`src/rtl/irqc_pkg.sv`:
```
package irqc_pkg;
  localparam int unsigned BUS_AW = 5;
  localparam logic [BUS_AW-1:0] A_ENABLE = 5'd0;
  localparam logic [BUS_AW-1:0] A_FAST   = 5'd1;
  localparam logic [BUS_AW-1:0] A_SWSET  = 5'd2;
  localparam logic [BUS_AW-1:0] A_SWCLR  = 5'd3;
  localparam logic [BUS_AW-1:0] A_VECT   = 5'd4;
  localparam logic [BUS_AW-1:0] A_DFLT   = 5'd5;
  localparam int unsigned SLOT_ADDR_BASE = 8;
  localparam int unsigned SLOT_CTL_BASE  = 16;
endpackage

```
`src/rtl/irq_level_stack.sv`:
```
module irq_level_stack #(
  parameter int unsigned NLVL  = 9,
  parameter int unsigned LVL_W = 4
) (
  input  logic             clk,
  input  logic             rst,
  input  logic             push,
  input  logic [LVL_W-1:0] push_lvl,
  input  logic             pop,
  output logic [NLVL-1:0]  allow
);
  logic [NLVL-1:0] svc_q;
  logic [NLVL-1:0] svc_after_pop;

  // Levels strictly more urgent than the most urgent recorded one are allowed
  always_comb begin
    logic seen;
    seen = 1'b0;
    for (int i = 0; i < int'(NLVL); i++) begin
      seen     = seen | svc_q[i];
      allow[i] = ~seen;
    end
  end

  // The most recent entry is always the lowest set bit, so pop clears it
  assign svc_after_pop = pop ? (svc_q & (svc_q - NLVL'(1))) : svc_q;

  always_ff @(posedge clk) begin
    if (rst) begin
      svc_q <= '0;
    end else begin
      svc_q <= svc_after_pop | (push ? (NLVL'(1) << push_lvl) : '0);
    end
  end

  // a new level may only be recorded above the current one
  a_r5_push_above_top: assert property (@(posedge clk) disable iff (rst)
    push |-> allow[push_lvl]);

  a_r5_push_adds_entry: assert property (@(posedge clk) disable iff (rst)
    (push && !pop) |=> ($countones(svc_q) == $past($countones(svc_q)) + 1));

  // an acknowledge removes exactly one recorded level
  a_r6_pop_removes_one: assert property (@(posedge clk) disable iff (rst)
    (pop && !push && (svc_q != '0)) |=> ($countones(svc_q) + 1 == $past($countones(svc_q))));
endmodule

```
`src/rtl/irq_slot_arbiter.sv`:
```
module irq_slot_arbiter #(
  parameter int unsigned NSRC  = 32,
  parameter int unsigned NSLOT = 8,
  parameter int unsigned SRC_W = 5,
  parameter int unsigned LVL_W = 4
) (
  input  logic [NSRC-1:0]             pend_n,
  input  logic [NSLOT-1:0][SRC_W-1:0] slot_src,
  input  logic [NSLOT-1:0]            slot_en,
  input  logic [NSLOT:0]              allow,
  output logic [NSLOT:0]              lvl_req,
  output logic                        win_valid,
  output logic [LVL_W-1:0]            win_lvl
);
  logic [NSLOT-1:0][NSRC-1:0] claim;
  logic [NSRC-1:0]            claimed;

  for (genvar s = 0; s < int'(NSLOT); s++) begin : g_slot
    assign lvl_req[s] = slot_en[s] & pend_n[slot_src[s]];
    assign claim[s]   = slot_en[s] ? (NSRC'(1) << slot_src[s]) : '0;
  end

  always_comb begin
    claimed = '0;
    for (int s = 0; s < int'(NSLOT); s++) claimed = claimed | claim[s];
  end

  assign lvl_req[NSLOT] = |(pend_n & ~claimed);

  always_comb begin
    win_valid = 1'b0;
    win_lvl   = LVL_W'(NSLOT);
    for (int l = int'(NSLOT); l >= 0; l--) begin
      if (lvl_req[l] && allow[l]) begin
        win_valid = 1'b1;
        win_lvl   = LVL_W'(l);
      end
    end
  end
endmodule

```
`src/rtl/vec_irq_ctrl.sv`:
```
module vec_irq_ctrl
  import irqc_pkg::*;
#(
  parameter int unsigned NSRC  = 32,
  parameter int unsigned NSLOT = 8,
  parameter int unsigned DW    = 32
) (
  input  logic              clk,
  input  logic              rst,
  input  logic [NSRC-1:0]   hw_req,
  input  logic [BUS_AW-1:0] bus_addr,
  input  logic [DW-1:0]     bus_wdata,
  input  logic              bus_we,
  input  logic              bus_re,
  output logic [DW-1:0]     bus_rdata,
  output logic              fiq_o,
  output logic              irq_o
);
  localparam int unsigned SRC_W = $clog2(NSRC);
  localparam int unsigned NLVL  = NSLOT + 1;
  localparam int unsigned LVL_W = $clog2(NLVL);

  logic [NSRC-1:0]             en_q, fast_q, sw_q;
  logic [DW-1:0]               dflt_q;
  logic [NSLOT-1:0][DW-1:0]    saddr_q;
  logic [NSLOT-1:0][SRC_W-1:0] ssrc_q;
  logic [NSLOT-1:0]            sen_q;

  logic [NSRC-1:0]  pend_raw, pend_n;
  logic [NLVL-1:0]  allow, lvl_req;
  logic             win_valid;
  logic [LVL_W-1:0] win_lvl;
  logic [DW-1:0]    vector;
  logic             vec_rd, vec_wr;

  assign pend_raw = (hw_req | sw_q) & en_q;
  assign pend_n   = pend_raw & ~fast_q;
  assign fiq_o    = |(pend_raw & fast_q);
  assign irq_o    = win_valid;

  assign vec_rd = bus_re && (bus_addr == A_VECT);
  assign vec_wr = bus_we && (bus_addr == A_VECT);

  irq_slot_arbiter #(.NSRC(NSRC), .NSLOT(NSLOT), .SRC_W(SRC_W), .LVL_W(LVL_W)) i_arb (
    .pend_n(pend_n), .slot_src(ssrc_q), .slot_en(sen_q), .allow(allow),
    .lvl_req(lvl_req), .win_valid(win_valid), .win_lvl(win_lvl)
  );

  irq_level_stack #(.NLVL(NLVL), .LVL_W(LVL_W)) i_stack (
    .clk(clk), .rst(rst), .push(vec_rd && win_valid), .push_lvl(win_lvl),
    .pop(vec_wr), .allow(allow)
  );

  always_comb begin
    vector = dflt_q;
    for (int s = 0; s < int'(NSLOT); s++) begin
      if (win_valid && (win_lvl == LVL_W'(s))) vector = saddr_q[s];
    end
  end

  always_ff @(posedge clk) begin
    if (rst) begin
      en_q <= '0; fast_q <= '0; sw_q <= '0; dflt_q <= '0;
      saddr_q <= '0; ssrc_q <= '0; sen_q <= '0;
    end else if (bus_we) begin
      case (bus_addr)
        A_ENABLE: en_q   <= bus_wdata[NSRC-1:0];
        A_FAST:   fast_q <= bus_wdata[NSRC-1:0];
        A_SWSET:  sw_q   <= sw_q | bus_wdata[NSRC-1:0];
        A_SWCLR:  sw_q   <= sw_q & ~bus_wdata[NSRC-1:0];
        A_DFLT:   dflt_q <= bus_wdata;
        default: ;
      endcase
      for (int s = 0; s < int'(NSLOT); s++) begin
        if (bus_addr == BUS_AW'(SLOT_ADDR_BASE + s)) saddr_q[s] <= bus_wdata;
        if (bus_addr == BUS_AW'(SLOT_CTL_BASE + s)) begin
          ssrc_q[s] <= bus_wdata[SRC_W-1:0];
          sen_q[s]  <= bus_wdata[SRC_W];
        end
      end
    end
  end

  always_ff @(posedge clk) begin
    if (rst) begin
      bus_rdata <= '0;
    end else if (bus_re) begin
      bus_rdata <= '0;
      case (bus_addr)
        A_ENABLE: bus_rdata <= DW'(en_q);
        A_FAST:   bus_rdata <= DW'(fast_q);
        A_SWSET:  bus_rdata <= DW'(sw_q);
        A_VECT:   bus_rdata <= vector;
        A_DFLT:   bus_rdata <= dflt_q;
        default: ;
      endcase
      for (int s = 0; s < int'(NSLOT); s++) begin
        if (bus_addr == BUS_AW'(SLOT_ADDR_BASE + s)) bus_rdata <= saddr_q[s];
        if (bus_addr == BUS_AW'(SLOT_CTL_BASE + s)) bus_rdata <= DW'({sen_q[s], ssrc_q[s]});
      end
    end
  end

  // a software-clear write leaves none of the cleared bits set
  a_r7_swclr_clears: assert property (@(posedge clk) disable iff (rst)
    (bus_we && bus_addr == A_SWCLR) |=> ((sw_q & $past(bus_wdata[NSRC-1:0])) == '0));

  // the winner is a requesting level that the record allows
  a_r3_winner_allowed: assert property (@(posedge clk) disable iff (rst)
    win_valid |-> (lvl_req[win_lvl] && allow[win_lvl]));

  // fast sources never make the normal line rise on their own
  a_r8_fast_excluded: assert property (@(posedge clk) disable iff (rst)
    (pend_raw != '0 && (pend_raw & ~fast_q) == '0) |-> !irq_o);
endmodule

```
`config.mk`:
```
export PLATFORM = sky130hd
export DESIGN_NAME = vec_irq_ctrl
export DESIGN_NICKNAME = d
export VERILOG_FILES = /design/src/rtl/irqc_pkg.sv /design/src/rtl/irq_level_stack.sv /design/src/rtl/irq_slot_arbiter.sv /design/src/rtl/vec_irq_ctrl.sv
export SDC_FILE = /design/constraint.sdc
export NUM_CORES = 2
export LEC_CHECK = 0
export ABC_AREA = 1
export BUFFER_PORTS_ARGS = -buffer_cell sky130_fd_sc_hd__buf_2
export CAP_MARGIN = 20
export CORE_ASPECT_RATIO = 1.2
export CORE_UTILIZATION = 65
export DETAILED_ROUTE_END_ITERATION = 10
export PLACE_DENSITY_LB_ADDON = 0.25
export RECOVER_POWER = 50
export SYNTH_ARGS = -nofsm -noshare
export SYNTH_HDL_FRONTEND = slang
export SYNTH_SLANG_ARGS = --single-unit
```
`constraint.sdc`:
```
create_clock -name clk -period 7.35 [get_ports clk]
set_clock_uncertainty 0.15 [all_clocks]
set_input_delay 0 -clock clk [delete_from_list [all_inputs] [get_ports clk]]
set_output_delay 0 -clock clk [all_outputs]
set_load 0.005 [all_outputs]
```
==> results of run 1 <==
==> Yosys cell counts, types with 34 or more instances <==
library cell  instances  share of area (%)
nand2_1            1262                 16
a21oi_1             629                 11
o21ai_0             551                9.6
inv_1               484                6.3
dfxtp_1             473                 33
nand3_1             299                5.2
clkbuf_1            241                3.1
nor2_1              236                3.1
o22ai_1              78                1.7
buf_2                56               0.97
o2111ai_1            45                1.4
a221oi_1             39                1.2
nand4_1              34               0.74
==> metal layers <==
| layer | GRT overflow | GRT usage, % |
|---|---|---|
| met2 | 1 | 92.4 |
| met1 | 0 | 70.9 |
| met4 | 1 | 73.9 |
| met5 | 0 | 9.04 |
| met3 | 0 | 41.9 |
==> kinds of logic after synthesis <==
group | after synthesis | synth area share, %
DFF | 473 | 32.9
and+or+nand+nor | 1923 | 27.7
buffers and inverters | 847 | 11.5
AOI/OAI and AO/OA | 1463 | 27.9
==> through the flow <==
step / cell area, um^2 / setup WS (ps) / cells / util (%) / hold WS (ps)
3_3_place_gp: 29300 / 1890 / 5128 / 67.1 / 249
2_1_floorplan: 28800 / 3840 / 4706 / - / 15.1
3_5_place_dp: 29400 / 1790 / 5129 / 67.2 / 252
4_1_cts: 31300 / 1700 / 5248 / 71.6 / 13.5
==> what timing repair did <==
| action | CTS |
|---|---|
| setup endpoints to repair | 0 |
| hold endpoints to repair | 367 |
| hold buffers | 38 |
==> run metrics, run 1 <==
RePlAce Congestion 1.16; largest net degree at the start of global routing 242; CTS sink count 473; overall routing resource usage 69.2%; initial core utilization 65.8%; die width 194 um; Seq/Total Area, Yosys 32.9%; synthesized flop and latch total 473; Synth Net Count 4,779; post-synthesis async set-or-reset flop share 0%; IO Pins 107; hpwl dp 95.1 mm; total congestion overflow 2; CTS buffer count 46; stage reached global routing; root buffer cell clkbuf_16; I/O Buffers 106; top_reg_cell synth dfxtp_1; CTS resizes 0; # rows 84; status stopped before the end; synth warn 0; Tool Error [ERROR GRT-0116] Global routing finished with congestion. Check the congestion regions in the DRC Viewer.; Die H 232 um; number of setup buffers added after CTS 0; first-pass GRT wire length 235 mm; Clock H-tree levels 2; EDFF count, synth 0; Syn Area/Cell 6.11 um^2; area of the mapped netlist 28,800 um^2; clock buffer depth 3; Synth Instances 4,706; vias in the first global route 35,700; synth unique cells 51
==> inputs of run 2 (changes only) <==
- CORE_ASPECT_RATIO: 1.2 -> not set
- CORE_UTILIZATION: 65 -> 40
- PLACE_DENSITY_LB_ADDON: 0.25 -> 0.15
==> run metrics, run 2 <==
status finished, violations left (was stopped before the end); failing checks max-capacitance violations, max-slew violations; synth unique cells 51 (unchanged); EDFF count, synth 0 (unchanged); P&R area growth vs syn 11.3%; CTS sink count 473 (unchanged); post-route design area 32,000 um^2; DP Cell Count 5,523 (was 5,129); worst rel slew slack -118%; CTS buffer count 54 (was 46); die area 73,000 um^2; initial core utilization 40.7% (was 65.8%); RSZ-0062 raised after global routing no; detailed-route DRC error count 0; top_reg_cell synth dfxtp_1 (unchanged); Placement Cell Area 29,900 um^2 (was 29,400 um^2); share of layout cells above drive strength 1 7.05%; Clock H-tree levels 2 (unchanged); Core Box Area 70,600 um^2; overall routing resource usage 39.6%; post-synthesis async set-or-reset flop share 0% (unchanged); Finished Core Util 45.3%; die width 270 um (was 194 um); register area 9470 um^2; slew at the pin closest to its max-slew limit 3270 ps; Antenna Nets Post-Route 0; RePlAce Congestion 1.05 (was 1.16); Commonest cells post-synth nand2_1, a21oi_1, o21ai_0 (unchanged); total congestion overflow 0; Fillers 7,624; I/O Buffers 106 (unchanged); Period minus WS final 6380 ps; # rows 97 (was 84); initial antenna violation count 2; largest register by flop count saddr_q; Skew-Pair Late Insertion Delay 660 ps; area leader, netlist dfxtp_1 (unchanged); clock buffer depth 3 (unchanged); worst r2r path cells 38; final setup fails 0; maximum VDD drop 0.000204 V; area of the mapped netlist 28,800 um^2 (unchanged); Slew Limit Fails 518; top cells by area, synth dfxtp_1, nand2_1, a21oi_1 (unchanged); CP arrival 6780 ps; multi-input logic area 16,100 um^2; WHS Endpoint saddr_q[237]$_SDFFE_PP0P_; Worst Hold Class input port to register; crit path launch type input port; Crit Path Class input port to register; total power 0.00592 W; vias 34,100; hpwl dp 103 mm (was 95.1 mm); Worst-path clk slew 60 ps; Synth Instances 4,706 (unchanged); setup TNS 0 ps; IO Pins 107 (unchanged); Finished Layout Cells 5,666; crit end category register; drt wl/cell 26.2 um; Syn Area/Cell 6.11 um^2 (unchanged); max reg flops 256; Seq/Total Area, Yosys 32.9% (unchanged); CTS tree done; synthesized flop and latch total 473 (unchanged); final hold vios 0; largest registers saddr_q: 256 flops, ssrc_q: 40 flops; synth warn 0 (unchanged); root buffer cell clkbuf_16 (unchanged); max-cap viol count 12; P per Cell Area 185 nW/um^2; drt via density 6.02; Required @ worst endpoint 7750 ps; first-pass GRT wire length 215 mm; Synth Net Count 4,779 (unchanged); Max Fclk 157 MHz; Total Wirelength 149 mm; Initial DRC Count 4,539; CTS Hold Bufs 41 (was 38); hold depth 4; most frequent cells in the layout nand2_1, a21oi_1, o21ai_0; period utilization 86.8%; vias in the first global route 31,700; Die H 270 um (was 232 um); commonest non-fill, non-tap cell in the layout nand2_1; Static Leak 12.9 nW; largest net degree at the start of global routing 198; Total Nets Final 4,756; FF-to-FF End bus_rdata[29]$_SDFFE_PP0P_; share of the synthesized area in the top cell type 32.9% (unchanged); Hold Crit Start bus_wdata[13]; worst-path fanout max 50; DR pass1 iterations 9; CTS resizes 0 (unchanged); most frequent cell after synthesis nand2_1 (unchanged); internal reg-to-reg setup slack 1440 ps; number of setup buffers added after CTS 0 (unchanged)
run 2: cell counts after synthesis:
Identical to the previous run, type by type.
run 2: cell families after synthesis:
family                 synth area share (%)
AND/OR/NAND/NOR                        27.7
AO/OA/AOI/OAI                          27.9
flip-flops                             32.9
buffers and inverters                  11.5
run 2: worst max-delay path: stages:
cell and delay [ps]:
dlygate4sd3_1 520, buf_2 90, clkbuf_1 1510, inv_1 1010, nor2_1 1180, clkbuf_1 1880
o21ai_0 250, a21oi_1 220
run 2: how the worst max path moves through the flow:
stage,start,to,cells past startpoint
finish,bus_we,saddr_q[187]$_SDFFE_PP0P_,8
global route,bus_we,saddr_q[191]$_SDFFE_PP0P_,8
CTS,register,bus_rdata[29]$_SDFFE_PP0P_,42
detailed placement,register,bus_rdata[29]$_SDFFE_PP0P_,42
global placement,register,bus_rdata[29]$_SDFFE_PP0P_,42
floorplan,register,bus_rdata[22]$_SDFFE_PP0P_,37
run 2: layout make-up:
cell class	count	area share, %
sequential	473	29.6
antenna	4	0.0313
clock inverter	18	0.739
multi-input combinational	3386	50.1
inverter	537	6.33
timing repair buffer	231	4.70
tap	940	3.67
clock buffer	77	4.80
run 2: through the flow:
| stage | setup slack [ps] | hold slack (ps) |
|---|---|---|
| after floorplan | 3840 | 15.1 |
| final | 973 | 143 |
| after global placement | 1810 | 252 |
| after global routing | 712 | 184 |
| after CTS | 1730 | 122 |
| after detailed placement | 1770 | 252 |
run 2: per-layer routing:
| layer | global-route usage [%] | share of wire [%] | vias to the layer above |
|---|---|---|---|
| li1 | - | - | 15600 |
| met1 | 48.0 | 38 | 15900 |
| met2 | 61.5 | 44 | 1998 |
| met3 | 6.81 | 8.9 | 601 |
| met4 | 32.4 | 9.5 | 2 |
| met5 | 0 | 0.011 | - |
run 2: where the power goes:
group          internal [W]  switching (W)
clock network       0.00156        0.00120
logic              0.000140       0.000382
registers           0.00260      0.0000287
total               0.00431        0.00161
(Power assumes the default switching activity.)
